[src/rtl/nfc_pkg.sv]
package nfc_pkg;
    typedef enum logic [2:0] {
        ST_READ, ST_UNL1, ST_UNL2, ST_AUTO, ST_PROG, ST_ERS1, ST_ERS2, ST_ERS3
    } cmd_state_e;

    localparam logic [7:0]  CMD_RESET   = 8'hF0;
    localparam logic [7:0]  CMD_UNLK_A  = 8'hAA;
    localparam logic [7:0]  CMD_UNLK_B  = 8'h55;
    localparam logic [7:0]  CMD_IDENT   = 8'h90;
    localparam logic [7:0]  CMD_PROG    = 8'hA0;
    localparam logic [7:0]  CMD_ERASE   = 8'h80;
    localparam logic [7:0]  CMD_SECT_ER = 8'h30;
    localparam logic [10:0] UNLK_ADDR_A = 11'h555;
    localparam logic [10:0] UNLK_ADDR_B = 11'h2AA;
endpackage

[src/rtl/nfc_wr_qual.sv]
module nfc_wr_qual (
    input  logic clk,
    input  logic rst_n,
    input  logic ce_n,
    input  logic oe_n,
    input  logic we_n,
    input  logic lockout,
    output logic wr_stb
);
    logic lvl;
    logic lvl_d, lvl_q;

    always_comb begin
        lvl   = !ce_n && !we_n && oe_n && !lockout;
        lvl_d = lvl;
    end

    always_ff @(posedge clk or negedge rst_n) begin
        if (!rst_n) lvl_q <= 1'b0;
        else        lvl_q <= lvl_d;
    end

    assign wr_stb = lvl && !lvl_q;

    AST_WR_ONE_SHOT: assert property (@(posedge clk) disable iff (!rst_n)
        wr_stb |=> !wr_stb);
    AST_WR_NOT_LOCKED: assert property (@(posedge clk) disable iff (!rst_n)
        lockout |-> !wr_stb);
endmodule

[src/rtl/nfc_prot_map.sv]
module nfc_prot_map #(
    parameter int SECT_W = 3,
    localparam int N_SECT = 1 << SECT_W
) (
    input  logic              clk,
    input  logic              rst_n,
    input  logic              prot_wr,
    input  logic [SECT_W-1:0] prot_sect,
    input  logic              prot_val,
    output logic [N_SECT-1:0] prot_vec
);
    logic [N_SECT-1:0] prot_d, prot_q;

    for (genvar i = 0; i < N_SECT; i++) begin : g_bit
        always_comb begin
            prot_d[i] = (prot_wr && (prot_sect == SECT_W'(i))) ? prot_val : prot_q[i];
        end
    end

    always_ff @(posedge clk or negedge rst_n) begin
        if (!rst_n) prot_q <= '0;
        else        prot_q <= prot_d;
    end

    assign prot_vec = prot_q;

    AST_PROT_HOLD: assert property (@(posedge clk) disable iff (!rst_n)
        !prot_wr |=> $stable(prot_q));
    AST_PROT_ONE_BIT: assert property (@(posedge clk) disable iff (!rst_n)
        prot_wr |=> $countones(prot_q ^ $past(prot_q)) <= 1);
endmodule

[src/rtl/nfc_cmd_fsm.sv]
module nfc_cmd_fsm
    import nfc_pkg::*;
#(
    parameter int ADDR_W = 17,
    parameter int SECT_W = 3,
    localparam int N_SECT = 1 << SECT_W
) (
    input  logic              clk,
    input  logic              rst_n,
    input  logic              lockout,
    input  logic              wr_stb,
    input  logic [ADDR_W-1:0] addr,
    input  logic [7:0]        wdata,
    input  logic [N_SECT-1:0] prot_vec,
    output logic              auto_mode,
    output logic              pgm_go,
    output logic              ers_go,
    output logic [ADDR_W-1:0] op_addr,
    output logic [7:0]        op_data
);
    typedef struct packed {
        cmd_state_e        state;
        logic              pgm;
        logic              ers;
        logic [ADDR_W-1:0] oaddr;
        logic [7:0]        odata;
    } fsm_t;

    fsm_t fsm_d, fsm_q;
    logic is_a, is_b, sect_prot;

    always_comb begin
        is_a      = (addr[10:0] == UNLK_ADDR_A);
        is_b      = (addr[10:0] == UNLK_ADDR_B);
        sect_prot = prot_vec[addr[ADDR_W-1 -: SECT_W]];
        fsm_d     = fsm_q;
        fsm_d.pgm = 1'b0;
        fsm_d.ers = 1'b0;
        if (lockout) begin
            fsm_d.state = ST_READ;
        end else if (wr_stb) begin
            if (wdata == CMD_RESET) begin
                fsm_d.state = ST_READ;
            end else begin
                unique case (fsm_q.state)
                    ST_READ, ST_AUTO:
                        fsm_d.state = (is_a && wdata == CMD_UNLK_A) ? ST_UNL1 : ST_READ;
                    ST_UNL1:
                        fsm_d.state = (is_b && wdata == CMD_UNLK_B) ? ST_UNL2 : ST_READ;
                    ST_UNL2: begin
                        if (is_a && wdata == CMD_IDENT)      fsm_d.state = ST_AUTO;
                        else if (is_a && wdata == CMD_PROG)  fsm_d.state = ST_PROG;
                        else if (is_a && wdata == CMD_ERASE) fsm_d.state = ST_ERS1;
                        else                                 fsm_d.state = ST_READ;
                    end
                    ST_PROG: begin
                        fsm_d.state = ST_READ;
                        fsm_d.pgm   = !sect_prot;
                        fsm_d.oaddr = addr;
                        fsm_d.odata = wdata;
                    end
                    ST_ERS1:
                        fsm_d.state = (is_a && wdata == CMD_UNLK_A) ? ST_ERS2 : ST_READ;
                    ST_ERS2:
                        fsm_d.state = (is_b && wdata == CMD_UNLK_B) ? ST_ERS3 : ST_READ;
                    ST_ERS3: begin
                        fsm_d.state = ST_READ;
                        if (wdata == CMD_SECT_ER) begin
                            fsm_d.ers   = !sect_prot;
                            fsm_d.oaddr = addr;
                        end
                    end
                    default: fsm_d.state = ST_READ;
                endcase
            end
        end
    end

    always_ff @(posedge clk or negedge rst_n) begin
        if (!rst_n) begin
            fsm_q <= '{state: ST_READ, pgm: 1'b0, ers: 1'b0, oaddr: '0, odata: '0};
        end else begin
            fsm_q <= fsm_d;
        end
    end

    assign auto_mode = (fsm_q.state == ST_AUTO);
    assign pgm_go    = fsm_q.pgm;
    assign ers_go    = fsm_q.ers;
    assign op_addr   = fsm_q.oaddr;
    assign op_data   = fsm_q.odata;

    AST_LOCKOUT_READ: assert property (@(posedge clk) disable iff (!rst_n)
        lockout |=> fsm_q.state == ST_READ);
    AST_AUTO_ENTRY: assert property (@(posedge clk) disable iff (!rst_n)
        $rose(auto_mode) |-> $past(fsm_q.state) == ST_UNL2);
    AST_PGM_UNPROT: assert property (@(posedge clk) disable iff (!rst_n)
        pgm_go |-> !$past(prot_vec[addr[ADDR_W-1 -: SECT_W]]));
    AST_ERS_UNPROT: assert property (@(posedge clk) disable iff (!rst_n)
        ers_go |-> !$past(prot_vec[addr[ADDR_W-1 -: SECT_W]]));
    AST_ONE_OP: assert property (@(posedge clk) disable iff (!rst_n)
        !(pgm_go && ers_go));
endmodule

[src/rtl/nor_autoselect_ctl.sv]
module nor_autoselect_ctl #(
    parameter int         ADDR_W   = 17,
    parameter int         SECT_W   = 3,
    parameter logic [7:0] MFR_CODE = 8'h01,
    parameter logic [7:0] DEV_CODE = 8'h6E
) (
    input  logic              clk,
    input  logic              rst_n,
    input  logic              ce_n,
    input  logic              oe_n,
    input  logic              we_n,
    input  logic [ADDR_W-1:0] addr,
    input  logic [7:0]        wdata,
    input  logic              lockout,
    input  logic              prot_wr,
    input  logic [SECT_W-1:0] prot_sect,
    input  logic              prot_val,
    output logic [7:0]        rdata,
    output logic              rdata_oe,
    output logic              auto_mode,
    output logic              pgm_go,
    output logic              ers_go,
    output logic [ADDR_W-1:0] op_addr,
    output logic [7:0]        op_data
);
    localparam int N_SECT = 1 << SECT_W;

    typedef struct packed {
        logic [7:0] rd;
        logic       oe;
    } rdo_t;

    logic              wr_stb;
    logic [N_SECT-1:0] prot_vec;
    rdo_t              rdo_d, rdo_q;

    nfc_wr_qual u_qual (
        .clk(clk), .rst_n(rst_n), .ce_n(ce_n), .oe_n(oe_n), .we_n(we_n),
        .lockout(lockout), .wr_stb(wr_stb)
    );

    nfc_prot_map #(.SECT_W(SECT_W)) u_prot (
        .clk(clk), .rst_n(rst_n), .prot_wr(prot_wr), .prot_sect(prot_sect),
        .prot_val(prot_val), .prot_vec(prot_vec)
    );

    nfc_cmd_fsm #(.ADDR_W(ADDR_W), .SECT_W(SECT_W)) u_fsm (
        .clk(clk), .rst_n(rst_n), .lockout(lockout), .wr_stb(wr_stb),
        .addr(addr), .wdata(wdata), .prot_vec(prot_vec),
        .auto_mode(auto_mode), .pgm_go(pgm_go), .ers_go(ers_go),
        .op_addr(op_addr), .op_data(op_data)
    );

    always_comb begin
        rdo_d.oe = auto_mode && !ce_n && !oe_n;
        rdo_d.rd = 8'h00;
        if (rdo_d.oe) begin
            unique case ({addr[6], addr[1], addr[0]})
                3'b000:  rdo_d.rd = MFR_CODE;
                3'b001:  rdo_d.rd = DEV_CODE;
                3'b010:  rdo_d.rd = {7'b0, prot_vec[addr[ADDR_W-1 -: SECT_W]]};
                default: rdo_d.rd = 8'h00;
            endcase
        end
    end

    always_ff @(posedge clk or negedge rst_n) begin
        if (!rst_n) rdo_q <= '{rd: 8'h00, oe: 1'b0};
        else        rdo_q <= rdo_d;
    end

    assign rdata    = rdo_q.rd;
    assign rdata_oe = rdo_q.oe;

    AST_OE_NEEDS_AUTO: assert property (@(posedge clk) disable iff (!rst_n)
        rdata_oe |-> $past(auto_mode));
    AST_OE_NEEDS_STROBES: assert property (@(posedge clk) disable iff (!rst_n)
        rdata_oe |-> $past(!ce_n && !oe_n));
endmodule

[config.mk]
export PLATFORM = sky130hd
export DESIGN_NAME = nor_autoselect_ctl
export DESIGN_NICKNAME = d
export VERILOG_FILES = /design/src/rtl/nfc_pkg.sv /design/src/rtl/nfc_wr_qual.sv /design/src/rtl/nfc_prot_map.sv /design/src/rtl/nfc_cmd_fsm.sv /design/src/rtl/nor_autoselect_ctl.sv
export SDC_FILE = /design/constraint.sdc
export NUM_CORES = 1
export LEC_CHECK = 0
export BUFFER_PORTS_ARGS = -buffer_cell sky130_fd_sc_hd__buf_2
export CORE_ASPECT_RATIO = 1.5
export CORE_UTILIZATION = 45
export CTS_CLUSTER_DIAMETER = 150
export CTS_CLUSTER_SIZE = 28
export DETAILED_ROUTE_END_ITERATION = 8
export GPL_TIMING_DRIVEN = 0
export PLACE_DENSITY = 0.73
export SYNTH_ARGS = -nofsm -noshare
export SYNTH_HDL_FRONTEND = slang
export SYNTH_SLANG_ARGS = --single-unit
[constraint.sdc]
create_clock -name clk -period 4.1 [get_ports clk]
set_clock_uncertainty 0.1 [all_clocks]
set_input_delay 0.41 -clock clk [delete_from_list [all_inputs] [get_ports clk]]
set_output_delay 0.41 -clock clk [all_outputs]
set_load 0.02 [all_outputs]
==> summary.txt, run 1 <==
Die
  • DIE AREA: 0.00523 mm^2
  • IO Count: 73
  • Starting density of the core: 46.6%
  • Core area: 0.00477 mm^2
  • Chip Width: 59.4 um
  • Chip height: 88.1 um
  • Row cnt: 31

Final layout
  • Area delta synth->final: 23.1%
  • Fin nets: 299
  • ANT cells: 0
  • Share of post-route cells with drive strength above 1: 55.5%
  • # fillers: 433

GRT
  • Antenna violations before repair: 0
  • Largest net degree at the start of global routing: 43
  • Vias in the first global route: 1590
  • First-pass GRT wire length: 7200 um
  • Gr ovfl total: 0
  • Gr usage total: 18.6%

Yosys
  • Register area share after synthesis: 47.3%
  • Post-synth top cells: dfrtp_1 (42), mux2_2 (32), buf_4 (31)
  • Syn. warnings: 0
  • Top post-synthesis cells by area: dfrtp_1 (47%), mux2_2 (16%), buf_4 (10%), nor4bb_1 (2.7%), nand2_1 (2.2%)
  • Post-Syn Area: 0.00222 mm^2
  • Yosys top cell by area: dfrtp_1
  • Ys async rst share: 100%
  • Post-synth EDFFs: 0
  • Synth Instances: 185
  • Synth top area share: 47.3%
  • Synth unique cells: 34
  • Syn Area/Cell: 12.0 um^2
  • Most frequent cell after synthesis: dfrtp_1
  • Top_reg_cell synth: dfrtp_1
  • #FFs+latches synth: 42

Drt
  • Routed via count: 1648
  • DR iter-0 viols: 23
  • Routed WL per cell: 13.3 um
  • Final ANT Viol Nets: 0
  • DR vias/cell: 5.01
  • Drt pass-1 iters: 4
  • # DRC: 0
  • Total Wirelength: 4390 um

STA
  • Max_slew headroom: 38.5%
  • RSZ-0062 raised after global routing: no
  • Final period utilization: 49.4%
  • Setup WS post-layout: 2.07 ns
  • Worst slew pin tran: 0.922 ns
  • Final setup TNS: 0 ns
  • Peak Freq: 493 MHz
  • Tmin final: 2.03 ns
  • Count of final setup violators: 0
  • Final Max Tran Viols: 0
  • Final hold violations: 0

Clock network
  • H-tree depth: 2
  • Clock latency at the later pin of the worst-skew pair: 0.29 ns
  • Sink Count: 42
  • Clk slew on worst S/H paths: 0.07 ns
  • TritonCTS Buffers: 5
  • Number of cells upsized or downsized after cts: 0
  • CTS tree: built
  • Hold Buf Count CTS: 0
  • Root Driver: clkbuf_8
  • Total setup buffers inserted after CTS: 0
  • Clock Path Buffers: 2

Pwr
  • Pleak: 0.00145 uW
  • Power Dens Cells: 283 mW/mm^2
  • Maximum vdd drop: 0.198 mV
  • Power after layout: 775 uW

Placement
  • Routability Congestion: 0.799
  • Final HPWL DP: 3340 um
  • Buffers added on ports: 70
  • Place WS: 1.85 ns

Job
  • Maximum Capacitance Violations: 0

Worst setup path
  • Element type at the critical path end: flop
  • Worst Path Required: 4.23 ns
  • Crit path max fanout: 9
  • WP data arrival: 2.16 ns
  • Startpoint types: flop
  • Worst reg2reg path depth: 5
  • Setup CP Type: reg -> reg

Run status
  • Status: completed

Min path
  • Hold Path Class: in -> async
[routing by layer]
layer / GRT usage, % / wire length, um / vias to the layer above
li1: - / - / 795
met1: 20.6 / 1730 / 799
met2: 33.6 / 2390 / 47
met3: 3.69 / 187 / 7
met4: 8.23 / 85 / 0
met5: 0 / 0 / -
[worst paths after layout]
check / startpoint / to / slack [ns]
min in group clk: we_n / u_qual.lvl_q / 0.19
min: rst_n / u_fsm.op_addr[4] / 0.15
max: u_fsm.fsm_q[27] / u_fsm.fsm_q[28] / 2.07
min reg2reg: u_fsm.op_addr[10] / u_fsm.op_addr[10] / 0.39
max reg2reg: u_fsm.fsm_q[27] / u_fsm.fsm_q[28] / 2.07
max in group asynchronous: rst_n / u_prot.prot_vec[6] / 3.18
[final cells by class]
cell class | count | area [um^2] | area share [%]
well taps | 66 | 82.6 | 3.02
clock buffers | 7 | 76.3 | 2.79
flip-flops and latches | 42 | 1050 | 38.4
inverters | 1 | 3.75 | 0.137
repair buffers | 70 | 350 | 12.8
plain buffers | 33 | 248 | 9.06
multi-input cells | 110 | 923 | 33.8
[where the power goes]
part / internal, uW / switching (uW)
Sequential: 432 / 8.93
Combinational: 42.4 / 40.7
Clock: 117 / 134
Total: 591 / 184
[metrics by stage]
stage	std cells	utilization (%)	cell area, um^2	hold slack (ns)
after floorplan	186	-	2230	0.0144
after global placement	322	55.7	2660	0.378
after detailed placement	322	55.7	2660	0.382
after CTS	329	57.3	2740	0.185
after global routing	329	57.3	2740	0.210
final	329	57.3	2740	0.150
[layout by cell type (no fill, tap or decap), drive strengths merged, types with 3 or more instances in the layout]
cell type and count:
nand2 13, buf 102, nor4bb 6, mux2 33, nor4 3, nand4b 3
nand2b 4, o21ai 4, dfrtp 42, nor3b 6, clkbuf 8, nand3 3
nor3 7, nor2 7, nor4b 4
[flip-flops by register name, indices dropped and copies added, names as in the netlist]
name	cells
u_fsm.op_addr	17
u_fsm.op_data	8
u_prot.prot_vec	8
u_fsm.fsm_q	3
rdata	2
rdata_oe	1
u_fsm.ers_go	1
u_fsm.pgm_go	1
u_qual.lvl_q	1
[cells by family (layout without fill, tap and decap cells)]
family                 Yosys count  after routing  share of synthesized area, %
and+or+nand+nor                 65             65                          19.4
DFF                             42             42                          47.3
muxes                           36             36                          19.2
buffers and inverters           34            111                          11.3
AOI/OAI and AO/OA                7              7                          2.59
other                            1              2                         0.169
[critical path: stages, from the launching register on]
cell and delay, ns:
dfrtp_1 0.48, or4b_4 0.58, or4b_1 0.51, nor2_1 0.10, nor4_1 0.08, o21ai_2 0.11
Power figures use the tool's default switching activity.
==> inputs of run 2 (changes only) <==
clock period = 1.94 ns   (was 4.1 ns; I/O delays follow)
==> run 2 against run 1 <==
Effect of this change: clock power increased by 110%; worst hold slack got worse by 0.12 ns; critical path type unchanged; critical path depth increased by 2; first-iteration DRC count decreased by 39%.
==> summary.txt, run 2 (synthesis gave the netlist of run 1 again) <==
Run status
  • Status: completed

Final layout
  • Commonest non-fill, non-tap cell in the layout: buf_2
  • Core Util, Final: 60.0%
  • Most frequent cells in the layout: buf_2 (70), dfrtp_1 (40), buf_4 (38)
  • ANT cells: 0
  • Max reg flops: 17
  • Non-Filler Instances: 339
  • Share of post-route cells with drive strength above 1: 58.6%
  • Post-route design area: 0.00286 mm^2
  • # fillers: 411
  • Fin nets: 309
  • Area delta synth->final: 28.9%

Worst setup path
  • Worst Path Required: 2.06 ns
  • Slowest CP cell: dfrtp_2
  • Setup CP Type: reg -> reg
  • Element type at the critical path end: flop
  • Worst reg2reg path depth: 7
  • FF-to-FF setup slack: 0.05 ns
  • Worst-path cell chain: buf_4, buf_4, nor2b_1, nand2_1, nor3_1, o311ai_0, nand2_1
  • WP data arrival: 2.01 ns
  • Startpoint types: flop
  • R2R Path End: u_fsm.fsm_q[27]
  • Origin of the critical flop-to-flop path: u_fsm.fsm_q[27]
  • Max stage delay on crit path: 0.42 ns
  • Crit path max fanout: 6

Pwr
  • Net switching power: 386 uW
  • Power after layout: 1640 uW
  • Pleak: 0.00151 uW
  • Seq pwr share: 56.7%
  • Clock share of power: 32.0%
  • Gate power share: 11.4%
  • Maximum vdd drop: 0.424 mV
  • Power Dens Cells: 574 mW/mm^2
  • P_int: 1260 uW
  • Switching share of power: 23.5%

Drt
  • Drt pass-1 iters: 4
  • # DRC: 0
  • Final ANT Viol Nets: 0
  • DR iter-0 viols: 14
  • DR vias/cell: 5.03
  • Routed via count: 1706
  • Total Wirelength: 4590 um
  • Routed WL per cell: 13.5 um

Clock network
  • H-tree depth: 2
  • CTS tree: built
  • Clk slew on worst S/H paths: 0.07 ns
  • Root Driver: clkbuf_8
  • TritonCTS Buffers: 5
  • Clock Path Buffers: 2
  • Sink Count: 42
  • Clock latency at the later pin of the worst-skew pair: 0.29 ns

Die
  • Row cnt: 31
  • Chip Width: 59.4 um
  • Core area: 0.00477 mm^2
  • IO Count: 73
  • DIE AREA: 0.00523 mm^2
  • Chip height: 88.1 um
  • Starting density of the core: 46.6%

GRT
  • GR peak layer: met2
  • Gr usage total: 19.1%
  • GR Layer Usage met3: 3.69%
  • Antenna violations before repair: 0
  • Largest net degree at the start of global routing: 43
  • Met2 Use GR: 34.5%
  • Gr ovfl total: 0
  • GRT met1 Usage: 20.7%
  • First-pass GRT wire length: 7350 um
  • Vias in the first global route: 1625

Placement
  • Buffers added on ports: 70
  • Final HPWL DP: 3340 um
  • Routability Congestion: 0.799
  • Place WS: -0.0953 ns
  • Cells after DPL: 322
  • Post-DP Area: 0.00266 mm^2

Min path
  • Hold path cells: 2
  • Hold Path Class: in -> reg
  • Worst Hold End: u_fsm.op_addr[13]
  • Hold_sp: addr[13]

STA
  • Peak Freq: 530 MHz
  • Worst slew pin tran: 0.929 ns
  • Final hold violations: 0
  • Count of final setup violators: 0
  • Max_slew headroom: 38.1%
  • Tmin final: 1.89 ns
  • Setup WS post-layout: 0.0515 ns
  • Final period utilization: 97.3%
  • Final Max Tran Viols: 0

Job
  • Maximum Capacitance Violations: 0
[run 2: cell types whose count changed in the layout (fill, tap and decap cells not counted), moves of 2 or more]
cell	before	now
dfrtp_2	0	2
dlygate4sd3_1	0	3
buf_4	31	38
dfrtp_1	42	40
[run 2: timing repair]
action / CTS / global route
endpoints found under the hold margin: 43 / 0
hold buffers: 3 / 0
pin swaps: 4 / 2
setup endpoints to repair: 19 / 22
resized for setup: 4 / 7
buffers inserted: 5 / 2
[run 2: power by group through the flow]
stage                     clock network (uW)  logic, uW  registers [uW]
after floorplan                            0       86.2             940
after detailed placement                   0        178             948
after global routing                     586        208             935
after CTS                                550        187             930
after global placement                     0        174             946
final                                    526        187             931
[run 2: cell type report]
type                    instances  area (um^2)  share of cell area (%)
repair buffers                 80          433                    15.1
multi-input cells             110          967                    33.8
well taps                      66         82.6                    2.88
flip-flops and latches         42         1050                    36.8
clock buffers                   7         76.3                    2.66
inverters                       1         3.75                   0.131
plain buffers                  33          248                    8.65
[run 2: metal layers]
| layer | vias up | routed length, um | part of all wire (%) |
|---|---|---|---|
| met4 | 0 | 119 | 2.6 |
| met3 | 11 | 189 | 4.1 |
| met2 | 49 | 2530 | 55 |
| met1 | 832 | 1750 | 38 |
| met5 | - | 0 | 0 |
| li1 | 814 | - | - |
[run 2: metrics by stage]
| step | hold WS (ns) | TNS [ns] |
|---|---|---|
| 5_1_grt | 0.0329 | -0.0246 |
| 3_5_place_dp | 0.286 | -1.23 |
| 3_3_place_gp | 0.280 | -1.42 |
| 4_1_cts | 0.0261 | 0 |
| 6_report | 0.0335 | 0 |
| 2_1_floorplan | -0.202 | 0 |
[run 2: worst max-delay path: cells and delay by family, from the launching register on]
family	cells	cell delay [ns]
DFF	1	0.42
buffers and inverters	2	0.29
and+or+nand+nor	4	0.76
AOI/OAI and AO/OA	1	0.26
[run 2: worst max path at each step]
stage          slack, ns                 to            start  cells past startpoint
3_3_place_gp       -0.11  u_fsm.op_addr[10]             we_n                      7
2_1_floorplan       0.04    u_fsm.fsm_q[28]  u_fsm.fsm_q[27]                      5
4_1_cts           0.0001   u_fsm.op_data[6]     u_qual.lvl_q                      5
3_5_place_dp        -0.1  u_fsm.op_addr[10]             we_n                      7
6_report            0.05    u_fsm.fsm_q[27]  u_fsm.fsm_q[27]                      7
5_1_grt            -0.01  u_fsm.op_addr[10]     u_qual.lvl_q                      6
==> inputs of run 3 (changes only) <==
CORE_UTILIZATION = 50   (was 45)
PLACE_DENSITY = 0.8   (was 0.73)
==> run 3 against run 2 <==
Effect of this change: sequential power is essentially flat; cell count shrank 5.9%; first-iteration DRC count grew to 4.1 times the previous value; combinational power is essentially flat; wire length is essentially flat; flip-flop and latch count is the same; final area shrank 1.0%; worst setup slack gained 0.014 ns; critical path depth shrank 1; clock-buffer cell count is the same; worst hold slack lost 0.0056 ns; critical endpoint is now u_fsm.op_addr[10].
==> summary.txt, run 3 (synthesis gave the netlist of run 1 again) <==
Run status
  • Status: completed

Final layout
  • Share of post-route cells with drive strength above 1: 58.2%
  • Max reg flops: 17
  • Most frequent cells in the layout: buf_2 (70), dfrtp_1 (40), buf_4 (37)
  • Area delta synth->final: 27.6%
  • ANT cells: 0
  • Fin nets: 308
  • Post-route design area: 0.00284 mm^2
  • Commonest non-fill, non-tap cell in the layout: buf_2

Placement
  • Place WS: -0.103 ns
  • Routability Congestion: 0.807
  • Buffers added on ports: 70
  • Post-DP Area: 0.00263 mm^2
  • Final HPWL DP: 3430 um

STA
  • Setup WS post-layout: 0.0654 ns
  • RSZ-0062 raised after global routing: yes
  • Peak Freq: 533 MHz
  • WHS: 0.0279 ns
  • Tmin final: 1.87 ns
  • Final period utilization: 96.6%
  • Final Max Tran Viols: 0
  • Final setup TNS: 0 ns
  • Final hold violations: 0
  • Count of final setup violators: 0
  • Worst slew pin tran: 0.911 ns
  • Max_slew headroom: 39.3%

GRT
  • Vias in the first global route: 1657
  • Largest net degree at the start of global routing: 43
  • Antenna violations before repair: 0
  • Gr ovfl total: 0
  • Gr usage total: 21.4%
  • First-pass GRT wire length: 7760 um

Clock network
  • Clk slew on worst S/H paths: 0.08 ns
  • H-tree depth: 2
  • CTS tree: built
  • Clock Path Buffers: 2
  • Root Driver: clkbuf_8
  • Clock latency at the later pin of the worst-skew pair: 0.29 ns
  • TritonCTS Buffers: 5
  • Sink Count: 42

Die
  • Row cnt: 29
  • DIE AREA: 0.00472 mm^2
  • Starting density of the core: 52.3%
  • Chip height: 83.6 um
  • Core area: 0.00425 mm^2
  • Chip Width: 56.4 um
  • IO Count: 73

Worst setup path
  • FF-to-FF setup slack: 0.07 ns
  • R2R Path End: u_fsm.op_addr[10]
  • Startpoint types: flop
  • Worst reg2reg path depth: 6
  • Crit path max fanout: 10
  • Origin of the critical flop-to-flop path: u_qual.lvl_q
  • Worst Path Required: 2.01 ns
  • Element type at the critical path end: flop
  • Critical path origin: u_qual.lvl_q
  • WP data arrival: 1.95 ns
  • Setup CP Type: reg -> reg

Job
  • Maximum Capacitance Violations: 0

Drt
  • Routed via count: 1688
  • Drt pass-1 iters: 4
  • Routed WL per cell: 14.4 um
  • DR iter-0 viols: 58
  • Final ANT Viol Nets: 0
  • Total Wirelength: 4580 um
  • DR vias/cell: 5.29
  • # DRC: 0

Min path
  • Worst Hold End: rdata[0]
  • Hold path cells: 2
  • Hold_sp: addr[6]
  • Hold Path Class: in -> reg

Pwr
  • Pleak: 0.00151 uW
  • Power Dens Cells: 597 mW/mm^2
  • Power after layout: 1690 uW
  • Maximum vdd drop: 0.693 mV
==> run 3: cell type report <==
type	instances	area, um^2
Timing Repair Buffer	79	425
Fill cell	324	1410
Buffer	33	248
Inverter	1	3.75
Tap cell	46	57.6
Clock buffer	7	86.3
Multi-Input combinational cell	110	956
Clock inverter	1	5.00
Sequential cell	42	1050
==> run 3: power by group <==
part | total, uW | leakage (uW) | switching [uW] | internal [uW]
Combinational | 184 | 0.000895 | 89.0 | 95.1
Clock | 574 | 0.0000482 | 287 | 287
Sequential | 934 | 0.000568 | 22.0 | 912
==> run 3: worst max-delay path by stage <==
stage                              endpoint  slack (ns)  depth (start not counted)
final                     u_fsm.op_addr[10]        0.07                          6
after global routing      u_fsm.op_addr[10]       -0.02                          6
after CTS                  u_fsm.op_data[2]        0.03                          5
after detailed placement  u_fsm.op_addr[10]       -0.10                          7
after global placement    u_fsm.op_addr[10]       -0.09                          7
after floorplan             u_fsm.fsm_q[28]        0.04                          5
==> run 3: per-layer routing <==
metal | global-route usage (%) | part of all wire (%)
met1 | 24.1 | 38
met4 | 10.4 | 2.6
met5 | 0 | 0
met3 | 4.50 | 4.7
met2 | 37.5 | 55
==> run 3: worst max-delay path: stages (launching register included) <==
cell and delay (ns):
dfrtp_1 0.40, nor4b_4 0.23, nand2b_1 0.16, a41oi_4 0.28, nand3_4 0.11, buf_6 0.16, mux2_1 0.31
==> run 3: per-stage QoR <==
step	cells	utilization (%)
2_1_floorplan	186	-
6_report	319	66.8
3_5_place_dp	302	62.0
5_1_grt	319	66.8
3_3_place_gp	302	62.0
4_1_cts	318	66.1
==> run 3: timing repair <==
action	in CTS	in global routing
resized for setup	3	5
setup buffers	5	1
hold buffers	3	0
pin swaps	2	1
setup endpoints to repair	19	26
endpoints found under the hold margin	43	0
